===== src/rtl/split_pwm_timer.sv =====
module split_pwm_timer #(
  parameter int W   = 8,
  parameter int NCH = 4
) (
  input  logic           clk,
  input  logic           rst_n,
  input  logic           clr,
  input  logic           wr_en,
  input  logic [3:0]     wr_addr,
  input  logic [W-1:0]   wr_data,
  input  logic [2:0]     clk_sel,
  input  logic           evt_in,
  output logic [NCH-1:0] pwm_lo,
  output logic [NCH-1:0] pwm_hi,
  output logic           unf_lo,
  output logic           unf_hi,
  output logic [NCH-1:0] cmp_lo,
  output logic           trig_lo
);
  localparam int PW = 8;
  localparam logic [W-1:0] PER_RST = {W{1'b1}};

  logic [PW-1:0]  pre;
  logic           tick;
  logic [W-1:0]   cnt     [2];
  logic [W-1:0]   cnt_nx  [2];
  logic [W-1:0]   per_buf [2];
  logic [W-1:0]   cmp_buf [2][NCH];
  logic [W-1:0]   cmp_act [2][NCH];
  logic [W-1:0]   cmp_nx  [2][NCH];
  logic [1:0]     reload;
  logic [NCH-1:0] pwm_q [2];
  logic [NCH-1:0] match;

  always_comb begin
    case (clk_sel)
      3'd0:    tick = 1'b0;
      3'd1:    tick = 1'b1;
      3'd2:    tick = pre[0];
      3'd3:    tick = &pre[1:0];
      3'd4:    tick = &pre[2:0];
      3'd5:    tick = &pre[5:0];
      3'd6:    tick = &pre[7:0];
      default: tick = evt_in;
    endcase
  end

  always_ff @(posedge clk or negedge rst_n)
    if (!rst_n)   pre <= '0;
    else if (clr) pre <= '0;
    else          pre <= pre + 1'b1;

  always_comb begin
    for (int h = 0; h < 2; h++) begin
      reload[h] = tick && !clr && (cnt[h] == '0);
      if (clr)            cnt_nx[h] = '0;
      else if (!tick)     cnt_nx[h] = cnt[h];
      else if (reload[h]) cnt_nx[h] = per_buf[h];
      else                cnt_nx[h] = cnt[h] - 1'b1;
      for (int i = 0; i < NCH; i++)
        cmp_nx[h][i] = reload[h] ? cmp_buf[h][i] : cmp_act[h][i];
    end
    for (int i = 0; i < NCH; i++)
      match[i] = tick && !clr && (cnt_nx[0] == cmp_nx[0][i]);
  end

  always_ff @(posedge clk or negedge rst_n) begin
    if (!rst_n) begin
      for (int h = 0; h < 2; h++) begin
        cnt[h]     <= '0;
        per_buf[h] <= PER_RST;
        pwm_q[h]   <= '0;
        for (int i = 0; i < NCH; i++) begin
          cmp_buf[h][i] <= '0;
          cmp_act[h][i] <= '0;
        end
      end
      unf_lo  <= 1'b0;
      unf_hi  <= 1'b0;
      cmp_lo  <= '0;
      trig_lo <= 1'b0;
    end else begin
      for (int h = 0; h < 2; h++) begin
        cnt[h] <= cnt_nx[h];
        for (int i = 0; i < NCH; i++) begin
          cmp_act[h][i] <= cmp_nx[h][i];
          pwm_q[h][i]   <= !clr && (cnt_nx[h] < cmp_nx[h][i]);
          if (wr_en && wr_addr[3] == h[0] && wr_addr[2:0] == 3'(i + 1))
            cmp_buf[h][i] <= wr_data;
        end
        if (wr_en && wr_addr[3] == h[0] && wr_addr[2:0] == 3'd0)
          per_buf[h] <= wr_data;
      end
      unf_lo  <= reload[0];
      unf_hi  <= reload[1];
      cmp_lo  <= match;
      trig_lo <= reload[0] || (|match);
    end
  end

  assign pwm_lo = pwm_q[0];
  assign pwm_hi = pwm_q[1];

  p_down_r3: assert property (@(posedge clk) disable iff (!rst_n)
    (tick && !clr && cnt[0] != '0) |=> cnt[0] == $past(cnt[0]) - 1'b1);
  p_reload_r3: assert property (@(posedge clk) disable iff (!rst_n)
    (tick && !clr && cnt[1] == '0) |=> cnt[1] == $past(per_buf[1]));
  p_stop_r8: assert property (@(posedge clk) disable iff (!rst_n)
    (clk_sel == 3'd0 && !clr) |=> $stable(cnt[0]) && $stable(cnt[1]));
  p_clear_r10: assert property (@(posedge clk) disable iff (!rst_n)
    clr |=> (cnt[0] == '0) && (cnt[1] == '0) && (pwm_lo == '0) && (pwm_hi == '0)
            && !unf_lo && !unf_hi && (cmp_lo == '0) && !trig_lo);
  p_trig_src_r7: assert property (@(posedge clk) disable iff (!rst_n)
    trig_lo |-> unf_lo || (|cmp_lo));
  p_unf_zero_r4: assert property (@(posedge clk) disable iff (!rst_n)
    unf_hi |-> cnt[1] == $past(per_buf[1]));
  p_cmp_hold_r2: assert property (@(posedge clk) disable iff (!rst_n)
    !(tick && !clr && cnt[0] == '0) |=> $stable(cmp_act[0][0]));
endmodule


===== config.mk =====
export PLATFORM = sky130hd
export DESIGN_NAME = split_pwm_timer
export DESIGN_NICKNAME = d
export VERILOG_FILES = /design/src/rtl/split_pwm_timer.sv
export SDC_FILE = /design/constraint.sdc
export NUM_CORES = 1
export LEC_CHECK = 0
export BUFFER_PORTS_ARGS = -buffer_cell sky130_fd_sc_hd__buf_4
export CORE_MARGIN = 2
export CORE_UTILIZATION = 54
export CTS_CLUSTER_SIZE = 10
export DETAILED_ROUTE_END_ITERATION = 12
export HOLD_SLACK_MARGIN = 0.08
export PLACE_DENSITY = 0.71
export SETUP_SLACK_MARGIN = 0.05
export SLEW_MARGIN = 15
export SYNTH_ARGS = -nofsm -noshare
export SYNTH_HDL_FRONTEND = slang
export SYNTH_SLANG_ARGS = --single-unit
export TNS_END_PERCENT = 1

===== constraint.sdc =====
create_clock -name clk -period 5.22 [get_ports clk]
set_input_delay 1.044 -clock clk [delete_from_list [all_inputs] [get_ports clk]]
set_output_delay 1.044 -clock clk [all_outputs]
set_load 0.05 [all_outputs]

# After elaboration in Yosys (flattened, before gate mapping)
# Index checks and enable logic that the tools add are counted.
# classes
mux,16
n_div,0
n_lt_le_gt_ge,8
bitwise_logic,1
shift,0
n_reduce_logical,38
n_eq_ne,14
n_mul,0
n_addsub,3
# op_table
op,count
8-bit 2-to-1 mux,15
8-bit less-than comparator,8
8-bit equality test,4
1-bit logical AND,27
8-bit zero test,2
"8-bit by 1-bit subtractor with 8-bit output, second input constant",2
"3-bit by 2-bit equality test with 1-bit output, second input constant",4
"3-bit equality test, second input constant",4
"8-bit by 1-bit adder with 8-bit output, second input constant",1
8-bit AND reduction,1
1-bit one-hot mux with 7 select lines,1
"3-bit by 1-bit equality test with 1-bit output, second input constant",2
3-bit zero test,2
6-bit AND reduction,1
4-bit OR reduction,1
3-bit AND reduction,1
2-bit AND reduction,1
1-bit zero test,1
1-bit logical OR,1
1-bit NOT,1
# totals
mem_bits_rw,0
register_bits,183
input_bits,20
memories,0
mem_bits_ro,0
latchBits,0
word_cells,107

# Longest topological paths before layout
# Gate-level depths: netlist of the first run.
# depth
word_depth,11
depth_mapped,16
depth_no_buf,15

# Worst setup path after synthesis of the first run
# No wires, ideal clock.
# synth_path
path_type,input to register
from,input port clk_sel[1]
to,"register pwm_q, in the netlist pwm_lo[0]"
setup_time_ps,82
path_stages,13
required_ps,5138
slack_ps,1620
arrival_ps,3518
cell_sequence,nand2b_1 -> mux4_2 -> a21boi_1 -> nor3_4 -> buf_4 -> mux2i_1 -> ha_1 -> nor2b_1 -> o21ai_0 -> nand2b_1 -> a21oi_1 -> o21ai_0 -> a31oi_1
# synth_between
elab_chain_cells,9
word_cells_on_any_way,16
cone_classes,1 x order compare; 6 x eq/ne; 5 x mux; 4 x reduce/logical
# synth_lines
element,line,source
from (decl),11,"input logic [2:0] clk_sel,"
"3-bit equality test, or another cell as far along",36,case (clk_sel)
1-bit one-hot mux with 7 select lines *,36,
1-bit logical AND (2 in series),55,reload[h] = tick && !clr && (cnt[h] == '0);
8-bit 2-to-1 mux,58,else if (reload[h]) cnt_nx[h] = per_buf[h];
8-bit 2-to-1 mux,57,else if (!tick) cnt_nx[h] = cnt[h];
8-bit 2-to-1 mux,56,if (clr) cnt_nx[h] = '0;
8-bit less-than comparator *,87,pwm_q[h][i] <= !clr && (cnt_nx[h] < cmp_nx[h][i]);
1-bit logical AND *,87,
"to (signal, indexed assignment)",87,
to (decl),32,logic [NCH-1:0] pwm_q [2];
# Mark *: on every way between the ends. The rest lies on a longest branch, timed or not.
# A chain may end at the register's enable or synchronous reset.

# Worst setup path after layout of the first run
# layout_path
from,input port clk_sel[1]
to,"register pwm_q, in the netlist pwm_lo[2]"
# The elaborated chain is that of the path after synthesis.

==> summary by stage, run 1 <==
Clock tree
Once the clock tree was built, the resizer swapped 0 gates to a different size. The buffers inserted during post-CTS setup optimization is 0. The CTS clock-pin slew for the worst setup and hold paths is 0.06 ns. In this run the deepest clock path goes through 2 buffers. The clock insertion delay at the later pin of the skew report is 0.42 ns. In this run the clock root is driven by a sky130_fd_sc_hd__clkbuf_16. The number of levels the H-tree was split into is 4. The hold buffer count at cts is 0.

The number of clock buffers inserted by TritonCTS is 17. TritonCTS built the clock tree. The TritonCTS sink count is 183.

Yosys
Synthesis instantiated 50 different standard cells from the library. Yosys printed 0 warnings. The synthesized area is 8830 µm². Yosys attributes the largest share of cell area to sky130_fd_sc_hd__dfrtp_1, sky130_fd_sc_hd__mux2_2, sky130_fd_sc_hd__ha_1, sky130_fd_sc_hd__mux2i_1, sky130_fd_sc_hd__dfstp_2.

The instance count of the mapped netlist is 733. Of all cell types, the one taking the most synthesized area is sky130_fd_sc_hd__dfrtp_1. The most used flip-flop cell after synthesis is sky130_fd_sc_hd__dfrtp_1. Summed over its instances, the top area cell type makes up 47.3% of the synthesized netlist area.

Counting flops with a built-in enable in the synthesized netlist gives 0. A synthesized cell averages 12.0 µm². For this run, the register share of the synthesized area comes to 52.1%.

For this run, asynchronously set or reset flops after synthesis account for 100%. In this run, synthesis produced a sequential element count of 183. The post-synthesis net count is 817.

Global routing
Entering global routing, the biggest net connects 119 pins. The first global-routing pass estimated 31100 µm of wire. The initial antenna violation count is 1. Global routing consumed, over all layers together, 23.0% of the routing resources.

Global routing finished with a remaining overflow of 0. The via count of the first global-routing pass was 5882.

Detailed routing
Dividing the detail-routed wire length by the instance count gives 18.8 µm. The number of vias after detailed routing is 5654. The first detailed-routing pass ran for 4 iterations. For this block, the routed nets add up to 18800 µm of wire. The detailed router finished its first iteration with 334 violations. The final routed DRC violation total is 0.

The post-route antenna net violation count is 0. The via density per instance is 5.65.

Power
The power share of the sequential group is 41.6%. The worst supply voltage drop on vdd is 0.000249 V. The leakage power figure is 4.71 nW. Of the total power, combinational logic draws 33.7%. In this run the power spent charging and discharging nets is 1.66 mW. Net switching is 33.5% of the power. The internal power is 3.30 mW. The share of total power in the clock network is 24.7%.

In this run the power density over the cells is 500 nW/µm².

Layout
At the end of the flow, the number of nets in the layout was 856. The number of non-filler instances in the completed layout is 1001. The number of antenna cells inserted is 0. The final standard cell utilization of the core is 62.3%.

The area growth from synthesis to layout is 12.5%. Leaving out fill and tap cells, the most frequent cell in the layout is sky130_fd_sc_hd__dfrtp_1. Leaving out fill and tap cells, the most frequent cells in the layout are sky130_fd_sc_hd__dfrtp_1, sky130_fd_sc_hd__mux2_2, sky130_fd_sc_hd__ha_1, sky130_fd_sc_hd__mux2i_1, sky130_fd_sc_hd__inv_1. The ratio of cells with drive above 1 in the final layout is 26.6%.

Floorplan
The initialized floorplan defines 46 standard-cell rows. The floorplan core area is 15900 µm². The die is 132 µm tall.

Measured along the x axis, the die boundary spans 132 µm. The floorplan step defined a die boundary enclosing 17400 µm². The I/O pin count is 35.

The starting utilization of the core area is 55.4%.

Timing
Setup violations remaining at the end of the flow were counted as 0. The final-layout setup total negative slack is 0 ns. The number of max-slew violations in the final report is 0. On the final layout, the worst clock skew is 0.00650 ns. The peak clock frequency supported by timing is 0.249 GHz.

Measured against its own limit, the worst slew margin works out to 34.0%. The final-report hold violation count is 0. The measured slew at the worst slew-check pin is 0.988 ns. On the final layout, the worst hold slack is 0.488 ns. Setup repair after global routing left no endpoint under its margin. The final worst-path cycle share is 77.0%.

The shortest period the worst path allows is 4.02 ns.

Outcome
The run finished with clean final reports.

Placed design
The number of port buffers is 34. The global placer's final weighted congestion is 0.850. The cell total after placement is 968.

Detailed placement finished with a half-perimeter wire length of 12700 µm.

Setup path
The critical path launch point type is an input port. The type of destination of the critical path is a register. Data on the critical path arrives at its endpoint at 4.34 ns.

The maximum fanout along the worst path is 34. The critical path in this run is classified as in2reg. The worst endpoint required time is 5.54 ns.

Min path
The worst hold path belongs to the class in2async.

Job
The max-capacitance violation count is 0.
## flip-flops by register name, indices dropped and copies added, names as in the netlist, 4 cells and up
register and flops:
pre 8, pwm_hi 4, per_buf 16, cmp_buf 64
pwm_lo 4, cmp_lo 4, cmp_act 64, cnt 16
## final cells by class
type,instances,area (µm²)
clock buffer,20,437
tap,216,270
inverter,66,248
multi-input combinational,458,3860
fill,1247,6010
clock inverter,12,130
sequential,183,4600
timing repair buffer,46,382
## synthesized netlist by cell type (7+ instances only)
library cell	instances
sky130_fd_sc_hd__a21oi_1	25
sky130_fd_sc_hd__buf_4	7
sky130_fd_sc_hd__mux2_2	97
sky130_fd_sc_hd__nand3_1	7
sky130_fd_sc_hd__dfstp_2	16
sky130_fd_sc_hd__mux2i_1	56
sky130_fd_sc_hd__nand2_1	34
sky130_fd_sc_hd__o21ai_0	21
sky130_fd_sc_hd__inv_1	56
sky130_fd_sc_hd__nor2b_1	11
sky130_fd_sc_hd__dfrtp_1	167
sky130_fd_sc_hd__nand4_1	11
sky130_fd_sc_hd__nand2b_1	7
sky130_fd_sc_hd__a211oi_1	9
sky130_fd_sc_hd__buf_1	11
sky130_fd_sc_hd__nor3_1	9
sky130_fd_sc_hd__inv_2	10
sky130_fd_sc_hd__ha_1	64
sky130_fd_sc_hd__nor2_1	41
## worst paths after layout
check / start / end / slack, ns / cells after the start
min in group clk: cmp_act[17] / cmp_act[17] / 0.49 / 2
min reg2reg: cmp_act[17] / cmp_act[17] / 0.49 / 2
max reg2reg: pre[0] / pwm_lo[2] / 1.22 / 16
max: clk_sel[1] / pwm_lo[2] / 1.20 / 15
min: rst_n / cmp_buf[44] / 0.49 / 1
max in group asynchronous: rst_n / per_buf[10] / 3.60 / 3
## worst max-delay path, cell delays in order
cell                       delay [ns]
sky130_fd_sc_hd__buf_4           0.13
sky130_fd_sc_hd__nand2b_1        0.14
sky130_fd_sc_hd__mux4_2          0.55
sky130_fd_sc_hd__a21boi_1        0.17
sky130_fd_sc_hd__buf_4           0.22
sky130_fd_sc_hd__nor3_4          0.12
sky130_fd_sc_hd__buf_4           0.49
sky130_fd_sc_hd__mux2i_1         0.34
sky130_fd_sc_hd__ha_1            0.29
sky130_fd_sc_hd__nor2b_1         0.13
sky130_fd_sc_hd__o21ai_0         0.14
sky130_fd_sc_hd__nand2b_1        0.07
sky130_fd_sc_hd__a21oi_1         0.14
sky130_fd_sc_hd__o21ai_0         0.10
sky130_fd_sc_hd__a31oi_1         0.24
## power by group through the flow
stage / clock network (mW) / registers (mW) / logic, mW
after detailed placement: 0 / 2.09 / 1.65
after floorplan: 0 / 2.14 / 1.15
after CTS: 1.25 / 2.07 / 1.68
final: 1.23 / 2.06 / 1.67
after global routing: 1.31 / 2.12 / 1.90
after global placement: 0 / 2.07 / 1.58
## logic make-up after synthesis
kind of cell,Yosys count,synth area share (%)
xor+xnor,6,0.595
fa+ha+maj,64,9.07
buf+inv,92,4.24
simple gates,151,8.83
compound gates,79,5.66
flops,183,52.1
mux,158,19.5
## through the flow
stage                     cell area [µm²]  power [mW]  worst slack, ns
after floorplan                      8830        3.29             1.62
after global placement               9330        3.65            0.890
after detailed placement             9330        3.74            0.777
after CTS                            9900        4.99             1.20
after global routing                 9930        5.32            0.953
final                                9930        4.97             1.20
## layer usage
layer,vias up,global-route usage (%),wire [µm]
met3,27,5.65,1050
li1,2652,-,-
met5,-,0,27
met2,154,36.0,8700
met4,4,6.70,333
met1,2817,32.2,8670
Note: power is estimated with default switching activity, not from simulation.
==> run 2: changes to the inputs <==
--- a/config.mk
+++ b/config.mk
@@ -11,7 +11,7 @@
 export CTS_CLUSTER_SIZE = 10
 export DETAILED_ROUTE_END_ITERATION = 12
 export HOLD_SLACK_MARGIN = 0.08
-export PLACE_DENSITY = 0.71
+export PLACE_DENSITY = 0.74
 export SETUP_SLACK_MARGIN = 0.05
 export SLEW_MARGIN = 15
 export SYNTH_ARGS = -nofsm -noshare
==> constraint.sdc (replaced) <==
create_clock -name clk -period 3.47 [get_ports clk]
set_input_delay 0.694 -clock clk [delete_from_list [all_inputs] [get_ports clk]]
set_output_delay 0.694 -clock clk [all_outputs]
set_load 0.05 [all_outputs]
==> run 2 against run 1 <==
Against the previous run: global-route usage rose by 2.4 points; via count rose by 7.7%; clock-buffer cell count rose by 6; largest power group is now combinational cells.
==> summary by stage, run 2 (synthesis gave the netlist of run 1 again) <==
Layout
The number of non-filler instances in the completed layout is 1070 (+6.9%). The number of nets in the final layout came to 925 (+8.1%). In the layout the commonest cells are sky130_fd_sc_hd__dfrtp_1, sky130_fd_sc_hd__buf_4, sky130_fd_sc_hd__mux2_2, sky130_fd_sc_hd__inv_1, sky130_fd_sc_hd__ha_1. The number of antenna cells inserted was 0 (unchanged). The total non-filler cell area in the finished layout is 11000 µm² (+11%). The area growth from synthesis to layout is 24.8%. The most common cell after layout, fill and taps aside is sky130_fd_sc_hd__dfrtp_1. The ratio of cells with drive above 1 in the final layout is 39.2% (+13 points). The multi-input gate area in the final layout came to 4320 µm² (+12%). The register cell area after layout was 4600 µm² (unchanged). The largest registers in the layout are cmp_act: 64 flops, cmp_buf: 64 flops. The number of filler cells placed in the layout was 1118 (-10%).

The final standard cell utilization of the core is 69.1% (+6.8 points).

Setup path
The origin of the worst setup path is cnt[9]. The delay contributed by the slowest stage of the critical path is 0.41 ns (-0.14 ns). The category of cells accounting for the largest share of critical-path delay is simple AND/OR/NAND/NOR gates. The maximum fanout along the worst path is 7 (-79%).

The signal on the critical path passes through inv_1 -> ha_2 -> or3b_4 -> or3_4 -> nor3_4 -> buf_6 -> buf_12 -> buf_4 -> mux2i_4 -> ha_4 -> o21ai_1 -> nand2b_1 -> a21oi_2 -> o21ai_1 -> a31oi_1. The worst setup path is launched from a register. STA classifies the critical path endpoint as a register. The worst register-to-register path begins at cnt[9]. The buffer and inverter count on the worst path came to 4 (+1). Among all stages on the critical path, the largest delay is contributed by sky130_fd_sc_hd__dfrtp_1. The worst endpoint required time is 3.80 ns (-1.74 ns).

By instance count, the cell type seen most on the critical path is sky130_fd_sc_hd__o21ai_1. The worst setup path is of the reg2reg kind. The data arrival time of the critical path is 3.73 ns (-0.61 ns).

Detailed routing
The routed length per placed instance was 20.0 µm (+6.7%). The final routed DRC violation total is 0 (unchanged). The routed wire length is 21400 µm (+14%). The number of DRC markers in iteration 0 is 389 (+16%). The number of vias after detailed routing is 6089 (+7.7%). The via density per instance is 5.69 (+0.75%). The post-route antenna net violation count is 0 (unchanged).

The number of detailed-routing iterations run before antenna repair was 5 (+1).

Timing
The number of setup violations in the final report is 0 (unchanged). The final-report hold violation count is 0 (unchanged). The smallest clock period supported by the final layout is computed as 3.40 ns. Setup repair after global routing could not meet its margin everywhere. The worst clock skew is 0.00925 ns (+0.00275 ns). The peak clock frequency supported by timing is 0.294 GHz.

The number of max-slew violations in the final report came to 0 (unchanged). The relative slew slack is 30.7% (-3.3 points). The measured slew at the worst slew-check pin is 1.03 ns (+0.0431 ns). The final-layout setup total negative slack is 0 ns (unchanged). The final worst-path cycle share is 98.1%. The final worst-path setup slack is 0.0658 ns (-1.13 ns).

Clock tree
The TritonCTS clock tree is built. The clock root buffer is sky130_fd_sc_hd__clkbuf_16. The TritonCTS sink count is 183 (unchanged). The CTS clock-pin slew for the worst setup and hold paths is 0.07 ns (about the same). The hold buffer count at cts is 0 (unchanged). The number of clock buffers inserted by TritonCTS came to 17 (unchanged). The maximum buffer depth of the clock tree came to 2 (unchanged).

The number of levels the H-tree was split into is 4 (unchanged). The clock insertion delay at the later pin of the skew report came to 0.43 ns (about the same).

Outcome
The run finished with clean final reports.

Floorplan
The die area came to 17400 µm² (unchanged). The I/O pin count is 35 (unchanged). The die outline width is 132 µm (unchanged).

The die span in y was 132 µm (unchanged). The starting utilization of the core area was 55.4% (unchanged). The floorplan core area is 15900 µm² (unchanged). The number of rows in the core area is 46 (unchanged).

Global routing
The largest net degree at the start of global routing is 75 (-37%). The first-pass GRT wire length was 34300 µm (+10%). The via count of the first global-routing pass came to 6513 (+11%). The initial antenna violation count is 0 (-1). The overall routing resource usage is 25.4% (+2.4 points). The remaining global-route overflow is 0 (unchanged).

Placed design
The global placer's final weighted congestion is 0.881 (+3.7%). The number of port buffers came to 34 (unchanged). The placed standard-cell area is 9780 µm² (+4.8%). The cell total after placement was 1023 (+5.7%).

The worst slack at placement is -0.370 ns (-1.15 ns). The HPWL after detailed placement was 14000 µm (+11%).

Min path
The worst hold path belongs to the class in2async.

Power
The leakage power figure came to 5.17 nW (+9.7%). The worst supply voltage drop on vdd was 0.000419 V (+68%). The power density over the cells is 766 nW/µm² (+53%).

Job
The max-capacitance violation count is 0 (unchanged).
[run 2: cell count changes in the layout (fill, tap and decap cells not counted), sizes merged]
cell / delta
buf: +68
bufbuf: +1
clkbuf: +6
clkinv: -2
clkinvlp: -4
[run 2: metal layers]
layer / vias to the layer above / track usage, % / wire (µm)
met5: - / 0 / 0
met4: 0 / 9.48 / 563
met3: 43 / 4.61 / 880
met2: 160 / 42.1 / 10600
met1: 3095 / 33.7 / 9400
li1: 2791 / - / -
[run 2: report_power, final]
group / switching (mW) / internal [mW] / total [mW]
clock: 0.788 / 1.20 / 1.98
combinational: 1.70 / 1.57 / 3.27
sequential: 0.348 / 2.84 / 3.18
total: 2.83 / 5.60 / 8.43
[run 2: layout make-up]
| cell class | instances | share of cell area [%] |
|---|---|---|
| repair buffers | 115 | 8.79 |
| clock inverters | 6 | 0.784 |
| inverters | 66 | 2.25 |
| multi-input cells | 458 | 39.2 |
| well taps | 216 | 2.45 |
| clock buffers | 26 | 4.80 |
| flip-flops and latches | 183 | 41.7 |
[run 2: final timing paths]
| kind | to | slack [ns] | cells past startpoint |
|---|---|---|---|
| max | pwm_lo[2] | 0.07 | 15 |
| min | cmp_buf[40] | 0.25 | 1 |
| max reg2reg | pwm_lo[2] | 0.07 | 15 |
| min reg2reg | cmp_act[17] | 0.49 | 2 |
| max in group asynchronous | cmp_buf[63] | 2.26 | 2 |
| min in group clk | cmp_act[17] | 0.49 | 2 |
[run 2: repair_timing]
action / 4_1_cts / 5_1_grt
pin swaps: 10 / 18
endpoints found under the setup margin: 11 / 13
gates cloned: 1 / 0
resized for setup: 44 / 49
setup buffers: 8 / 6
[run 2: metrics by stage]
step / hold WS (ns) / power [mW]
5_1_grt: 0.311 / 8.95
2_1_floorplan: 0.398 / 4.95
6_report: 0.250 / 8.43
3_3_place_gp: 0.469 / 5.75
3_5_place_dp: 0.475 / 5.93
4_1_cts: 0.297 / 8.18
